<file path="src/rtl/ras_pkg.sv">
package ras_pkg;

    // Operation applied to the stack in one cycle
    typedef enum logic [1:0] {
        RAS_IDLE = 2'd0,
        RAS_PUSH = 2'd1,
        RAS_POP  = 2'd2,
        RAS_SWAP = 2'd3
    } ras_op_e;

    function automatic ras_op_e ras_decode(input logic call, input logic ret, input logic flush);
        ras_op_e op;
        if (flush)            op = RAS_IDLE;
        else if (call && ret) op = RAS_SWAP;
        else if (call)        op = RAS_PUSH;
        else if (ret)         op = RAS_POP;
        else                  op = RAS_IDLE;
        return op;
    endfunction

endpackage

</file>
<file path="src/rtl/ras_ptr_ctrl.sv">
module ras_ptr_ctrl
    import ras_pkg::*;
#(
    parameter int DEPTH = 4,
    localparam int PTR_W = (DEPTH > 1) ? $clog2(DEPTH) : 1,
    localparam int CNT_W = $clog2(DEPTH + 1)
) (
    input  logic             clk,
    input  logic             rst_n,
    input  ras_op_e          op_i,
    input  logic             flush_i,
    input  logic [PTR_W-1:0] rest_ptr_i,
    input  logic [CNT_W-1:0] rest_cnt_i,
    output logic [PTR_W-1:0] ptr_o,
    output logic [CNT_W-1:0] cnt_o,
    output logic [PTR_W-1:0] spec_ptr_o,
    output logic [CNT_W-1:0] spec_cnt_o,
    output logic [PTR_W-1:0] top_idx_o,
    output logic             wr_en_o,
    output logic [PTR_W-1:0] wr_idx_o
);

    typedef struct packed {
        logic [PTR_W-1:0] ptr;
        logic [CNT_W-1:0] cnt;
    } pos_t;

    localparam logic [PTR_W-1:0] LAST_IDX = PTR_W'(DEPTH - 1);
    localparam logic [CNT_W-1:0] FULL_CNT = CNT_W'(DEPTH);

    pos_t pos_q, pos_d, spec;
    logic [PTR_W-1:0] up_idx, down_idx;

    always_comb begin
        up_idx   = (pos_q.ptr == LAST_IDX) ? '0 : pos_q.ptr + 1'b1;
        down_idx = (pos_q.ptr == '0) ? LAST_IDX : pos_q.ptr - 1'b1;

        spec     = pos_q;
        wr_en_o  = 1'b0;
        wr_idx_o = pos_q.ptr;

        unique case (op_i)
            RAS_PUSH: begin
                wr_en_o  = 1'b1;
                wr_idx_o = pos_q.ptr;
                spec.ptr = up_idx;
                spec.cnt = (pos_q.cnt == FULL_CNT) ? pos_q.cnt : pos_q.cnt + 1'b1;
            end
            RAS_POP: begin
                if (pos_q.cnt != '0) begin
                    spec.ptr = down_idx;
                    spec.cnt = pos_q.cnt - 1'b1;
                end
            end
            RAS_SWAP: begin
                wr_en_o  = 1'b1;
                wr_idx_o = down_idx;
                if (pos_q.cnt == '0) spec.cnt = CNT_W'(1);
            end
            default: ;
        endcase

        if (flush_i) begin
            wr_en_o   = 1'b0;
            pos_d.ptr = rest_ptr_i;
            pos_d.cnt = rest_cnt_i;
        end else begin
            pos_d = spec;
        end
    end

    always_ff @(posedge clk) begin
        if (!rst_n) pos_q <= '0;
        else        pos_q <= pos_d;
    end

    assign ptr_o      = pos_q.ptr;
    assign cnt_o      = pos_q.cnt;
    assign spec_ptr_o = spec.ptr;
    assign spec_cnt_o = spec.cnt;
    assign top_idx_o  = down_idx;

endmodule

</file>
<file path="src/rtl/ras_entry_store.sv">
module ras_entry_store #(
    parameter int DEPTH  = 4,
    parameter int ADDR_W = 32,
    localparam int PTR_W = (DEPTH > 1) ? $clog2(DEPTH) : 1
) (
    input  logic              clk,
    input  logic              rst_n,
    input  logic              wr_en_i,
    input  logic [PTR_W-1:0]  wr_idx_i,
    input  logic [ADDR_W-1:0] wr_data_i,
    input  logic [PTR_W-1:0]  rd_idx_i,
    output logic [ADDR_W-1:0] rd_data_o
);

    logic [ADDR_W-1:0] slot_q [DEPTH];
    logic [ADDR_W-1:0] slot_d [DEPTH];

    always_comb begin
        for (int i = 0; i < DEPTH; i++) begin
            slot_d[i] = (wr_en_i && (wr_idx_i == PTR_W'(i))) ? wr_data_i : slot_q[i];
        end
    end

    always_ff @(posedge clk) begin
        for (int i = 0; i < DEPTH; i++) begin
            if (!rst_n) slot_q[i] <= '0;
            else        slot_q[i] <= slot_d[i];
        end
    end

    assign rd_data_o = slot_q[rd_idx_i];

endmodule

</file>
<file path="src/rtl/ras_ckpt_table.sv">
module ras_ckpt_table #(
    parameter int TAG_W = 3,
    parameter int PTR_W = 2,
    parameter int CNT_W = 3,
    localparam int ENTRIES = 1 << TAG_W
) (
    input  logic             clk,
    input  logic             rst_n,
    input  logic             wr_en_i,
    input  logic [TAG_W-1:0] wr_tag_i,
    input  logic [PTR_W-1:0] wr_ptr_i,
    input  logic [CNT_W-1:0] wr_cnt_i,
    input  logic [TAG_W-1:0] rd_tag_i,
    output logic [PTR_W-1:0] rd_ptr_o,
    output logic [CNT_W-1:0] rd_cnt_o
);

    typedef struct packed {
        logic [PTR_W-1:0] ptr;
        logic [CNT_W-1:0] cnt;
    } snap_t;

    snap_t snap_q [ENTRIES];
    snap_t snap_d [ENTRIES];

    always_comb begin
        for (int i = 0; i < ENTRIES; i++) begin
            snap_d[i] = snap_q[i];
            if (wr_en_i && (wr_tag_i == TAG_W'(i))) begin
                snap_d[i].ptr = wr_ptr_i;
                snap_d[i].cnt = wr_cnt_i;
            end
        end
    end

    always_ff @(posedge clk) begin
        for (int i = 0; i < ENTRIES; i++) begin
            if (!rst_n) snap_q[i] <= '0;
            else        snap_q[i] <= snap_d[i];
        end
    end

    assign rd_ptr_o = snap_q[rd_tag_i].ptr;
    assign rd_cnt_o = snap_q[rd_tag_i].cnt;

endmodule

</file>
<file path="src/rtl/ras_predictor.sv">
module ras_predictor
    import ras_pkg::*;
#(
    parameter int DEPTH  = 4,
    parameter int ADDR_W = 32,
    parameter int TAG_W  = 3
) (
    input  logic              clk,
    input  logic              rst_n,
    input  logic              call_i,
    input  logic [ADDR_W-1:0] call_addr_i,
    input  logic              ret_i,
    input  logic              ckpt_i,
    input  logic [TAG_W-1:0]  ckpt_tag_i,
    input  logic              flush_i,
    input  logic [TAG_W-1:0]  flush_tag_i,
    output logic [ADDR_W-1:0] pred_target_o,
    output logic              pred_valid_o
);

    localparam int PTR_W = (DEPTH > 1) ? $clog2(DEPTH) : 1;
    localparam int CNT_W = $clog2(DEPTH + 1);

    ras_op_e          op;
    logic [PTR_W-1:0] top_ptr, spec_ptr, rest_ptr, top_idx, wr_idx;
    logic [CNT_W-1:0] top_cnt, spec_cnt, rest_cnt;
    logic             wr_en, ckpt_we;
    logic [ADDR_W-1:0] stack_top;

    always_comb begin
        op      = ras_decode(call_i, ret_i, flush_i);
        ckpt_we = ckpt_i && !flush_i;
    end

    ras_ptr_ctrl #(.DEPTH(DEPTH)) ptr_i (
        .clk        (clk),
        .rst_n      (rst_n),
        .op_i       (op),
        .flush_i    (flush_i),
        .rest_ptr_i (rest_ptr),
        .rest_cnt_i (rest_cnt),
        .ptr_o      (top_ptr),
        .cnt_o      (top_cnt),
        .spec_ptr_o (spec_ptr),
        .spec_cnt_o (spec_cnt),
        .top_idx_o  (top_idx),
        .wr_en_o    (wr_en),
        .wr_idx_o   (wr_idx)
    );

    ras_entry_store #(.DEPTH(DEPTH), .ADDR_W(ADDR_W)) store_i (
        .clk       (clk),
        .rst_n     (rst_n),
        .wr_en_i   (wr_en),
        .wr_idx_i  (wr_idx),
        .wr_data_i (call_addr_i),
        .rd_idx_i  (top_idx),
        .rd_data_o (stack_top)
    );

    ras_ckpt_table #(.TAG_W(TAG_W), .PTR_W(PTR_W), .CNT_W(CNT_W)) ckpt_tbl_i (
        .clk      (clk),
        .rst_n    (rst_n),
        .wr_en_i  (ckpt_we),
        .wr_tag_i (ckpt_tag_i),
        .wr_ptr_i (spec_ptr),
        .wr_cnt_i (spec_cnt),
        .rd_tag_i (flush_tag_i),
        .rd_ptr_o (rest_ptr),
        .rd_cnt_o (rest_cnt)
    );

    assign pred_target_o = stack_top;
    assign pred_valid_o  = ret_i && !flush_i && (top_cnt != '0);

endmodule

</file>
<file path="config.mk">
export PLATFORM = sky130hd
export DESIGN_NAME = ras_predictor
export DESIGN_NICKNAME = d
export VERILOG_FILES = /design/src/rtl/ras_pkg.sv /design/src/rtl/ras_ptr_ctrl.sv /design/src/rtl/ras_entry_store.sv /design/src/rtl/ras_ckpt_table.sv /design/src/rtl/ras_predictor.sv
export SDC_FILE = /design/constraint.sdc
export NUM_CORES = 1
export LEC_CHECK = 0
export BUFFER_PORTS_ARGS = -buffer_cell sky130_fd_sc_hd__buf_2
export CAP_MARGIN = 10
export CORE_AREA = 5 5 171 173
export CTS_CLUSTER_DIAMETER = 200
export DETAILED_ROUTE_END_ITERATION = 6
export DIE_AREA = 0 0 176 178
export REMOVE_ABC_BUFFERS = 1
export SETUP_SLACK_MARGIN = 0.1
export SKIP_CTS_REPAIR_TIMING = 1
export SYNTH_ARGS = -nofsm -noshare
export SYNTH_HDL_FRONTEND = slang
export SYNTH_SLANG_ARGS = --single-unit
</file>
<file path="constraint.sdc">
create_clock -name clk -period 10.2 [get_ports clk]
set_input_delay 1.53 -clock clk [delete_from_list [all_inputs] [get_ports clk]]
set_output_delay 1.53 -clock clk [all_outputs]
set_load 0.01 [all_outputs]
</file>
==> out/qor.yml <==
outcome:
  status: "completed"
place:
  dp_hpwl_um: 11300
  io_buffers: 76
  dpl_cell_area_mm2: 0.00886
  gp_congestion: 0.785
pwr:
  vdd_drop_max_v: 0.000114
  leakage_nw: 3.51
  totalPowerFinal_mw: 1.66
  power.density_mw_per_mm2: 175
synthesis:
  synth_warnings: 0
  synth_xor_area_share_pct: 0.108
  netlist.area_leader.share_pct: 62.0
  ys_seq_elements: 173
  yosys-mux-area-fraction_pct: 12.0
  syn_inst: 547
  ys_top_cells_by_area: "edfxtp_1, mux4_2, and2_1, mux2i_1, nor2_1"
  async_reset_ff_share_pct: 0
  synth_compound_area_share_pct: 3.49
  synthSimpleGateAreaFrac_pct: 16.7
  synth-edff-count: 168
  synth_top_area_cell: "edfxtp_1"
  yosys_most_used_dff: "edfxtp_1"
  synth_top_family_by_area: "simple AND/OR/NAND/NOR gates"
  ys_seq_area_share_pct: 63.2
  synthesis.area_mm2: 0.00814
  syn_area_per_cell_um2: 14.9
  synth_fa_ha_area_share_pct: 1.38
  netlist_top_cells_count: "edfxtp_1, and2_1, nor2_1"
  ys_types: 51
  synth_most_common_cell: "edfxtp_1"
clock_tree:
  htreeDepth: 4
  cts_buffers: 17
  cts_tree: "yes"
  clk_latency_ns: 0.43
  path_clk_slew_ns: 0.07
  clkSinkCount: 173
  ctsLongestPathBuffers: 2
  cts_root_buf: "clkbuf_16"
global_routing:
  grt_max_degree: 33
  grtUsageTotal_pct: 11.7
  grt_pass1_wl_um: 28000
  grt_antenna_before_repair: 2
  grt_pass1_vias: 4921
  grt_overflow: 0
cells_and_area:
  drive_above_1_share_pct: 30.0
  final_area_mm2: 0.00947
  fillers: 2655
  areaGrowthSynthToFinish_pct: 16.4
  nets: 676
  antenna_cells: 0
critical_path:
  endpoint: "pred_target_o[31]"
  r2r-end: "store_i.slot_q[0][26]"
  reg2reg_depth: 7
  startpoint: "ptr_i.ptr_o[0]"
  cp_data_arrival_time_ns: 2.92
  worst_ep_required_time_ns: 8.67
  r2r_setup_slack_ns: 7.32
  critPathKind: "reg -> out"
  critPathLaunchType: "register"
  r2r-start: "ptr_i.ptr_o[0]"
  cp_max_fo: 24
  worstSetupEndpointType: "output pin"
timing:
  worstMarginPinSlew_ns: 1.01
  slew_violations: 0
  fmax_ghz: 0.225
  fin_tns_setup_ns: 0
  rsz0062_at_grt: "no"
  period_minus_slack_ns: 4.45
  fin_worst_skew_ns: 0.0153
  hold_viol_final: 0
  min_period_over_period_pct: 43.6
  relSlewSlack_pct: 31.8
  setup_viol_count_final: 0
floorplan:
  dieHeight_um: 178
  num_rows: 61
  die_w_um: 176
  fp.dieArea_mm2: 0.0313
  initial_utilization_pct: 29.6
  io_pins: 77
  core-area_mm2: 0.0275
routing:
  route.vias.total: 4575
  antenna_left: 0
  wl_um: 17700
  drt_first_pass_iters: 4
  drc: 0
  wl_per_cell_um: 18.0
  initialDrtViolationCount: 332
  viasPerCell: 4.66
worst_hold_path:
  hp-class: "reg -> reg"
flow_run:
  maxCapViolations: 0
## kinds of logic (layout without fill, tap and decap cells)
group | Yosys count | count (layout)
fa+ha+maj | 9 | 9
simple gates | 232 | 232
xor+xnor | 1 | 1
flops | 173 | 173
compound gates | 37 | 37
buf+inv | 42 | 131
mux | 53 | 53
## cell usage in the layout, fill, tap and decap left out, types with 4 or more instances in the layout
cell type	Yosys	final
edfxtp_1	168	168
and2_1	109	109
buf_2	7	76
nor2_1	43	43
mux4_2	34	34
nand2_1	25	25
and2_2	19	19
mux2i_1	17	17
clkbuf_16	0	17
inv_1	13	13
nand3_1	12	12
buf_4	4	10
ha_1	9	9
o21ai_0	10	6
nor2b_1	5	5
dfxtp_1	5	5
o21ai_4	0	4
nor3_4	4	4
o22ai_1	4	4
clkinv_8	0	4
## layout make-up
type	instances	area, µm²	share of cell area [%]
flip-flops and latches	173	5140	54.3
multi-input cells	332	2780	29.4
clock inverters	14	178	1.88
repair buffers	86	455	4.81
inverters	13	48.8	0.515
well taps	346	433	4.57
clock buffers	18	429	4.53
## sequential cells by signal, indices dropped and copies added, names as in the netlist
signal	count
store_i.slot_q	128
ptr_i.cnt_o	3
ptr_i.ptr_o	2
ckpt_tbl_i.snap_q	40
## worst max-delay path: stages, from the launching register on
cell and delay [ns]:
dfxtp_1 0.42, inv_1 0.09, ha_1 0.23, nor2b_4 0.41
buf_4 0.53, mux4_1 0.64, buf_2 0.16
## layer usage
layer | track usage [%] | vias to the layer above | wire length [µm]
met1 | 15.1 | 2277 | 7730
met5 | 0 | - | 21
met4 | 2.73 | 4 | 171
met2 | 19.8 | 113 | 8810
met3 | 3.12 | 16 | 930
li1 | - | 2165 | -
## where the power goes
part           total, mW  internal (mW)  switching [mW]  leakage (nW)
sequential         0.827          0.816          0.0109          1.79
combinational      0.183         0.0703           0.113          1.43
clock              0.648          0.351           0.298         0.284
total               1.66           1.24           0.421          3.51
## per-stage QoR
stage | setup slack [ns] | cells | hold WS, ns | util [%]
after global placement | 6.10 | 950 | 0.577 | 32.3
after CTS | 5.67 | 982 | 0.618 | 34.5
final | 5.75 | 982 | 0.616 | 34.5
after global routing | 5.50 | 982 | 0.629 | 34.5
after floorplan | 4.76 | 518 | 0.544 | -
after detailed placement | 6.07 | 950 | 0.590 | 32.3
## worst min path at each step
stage	start	end	slack, ns	cells past startpoint
floorplan	ptr_i.cnt_o[1]	ptr_i.cnt_o[1]	0.54	2
global placement	ptr_i.cnt_o[1]	ptr_i.cnt_o[1]	0.58	2
detailed placement	ptr_i.cnt_o[1]	ptr_i.cnt_o[1]	0.59	2
CTS	ptr_i.cnt_o[1]	ptr_i.cnt_o[1]	0.62	2
global route	ptr_i.cnt_o[1]	ptr_i.cnt_o[1]	0.63	2
finish	ptr_i.cnt_o[1]	ptr_i.cnt_o[1]	0.62	2
Power figures use the tool's default switching activity.
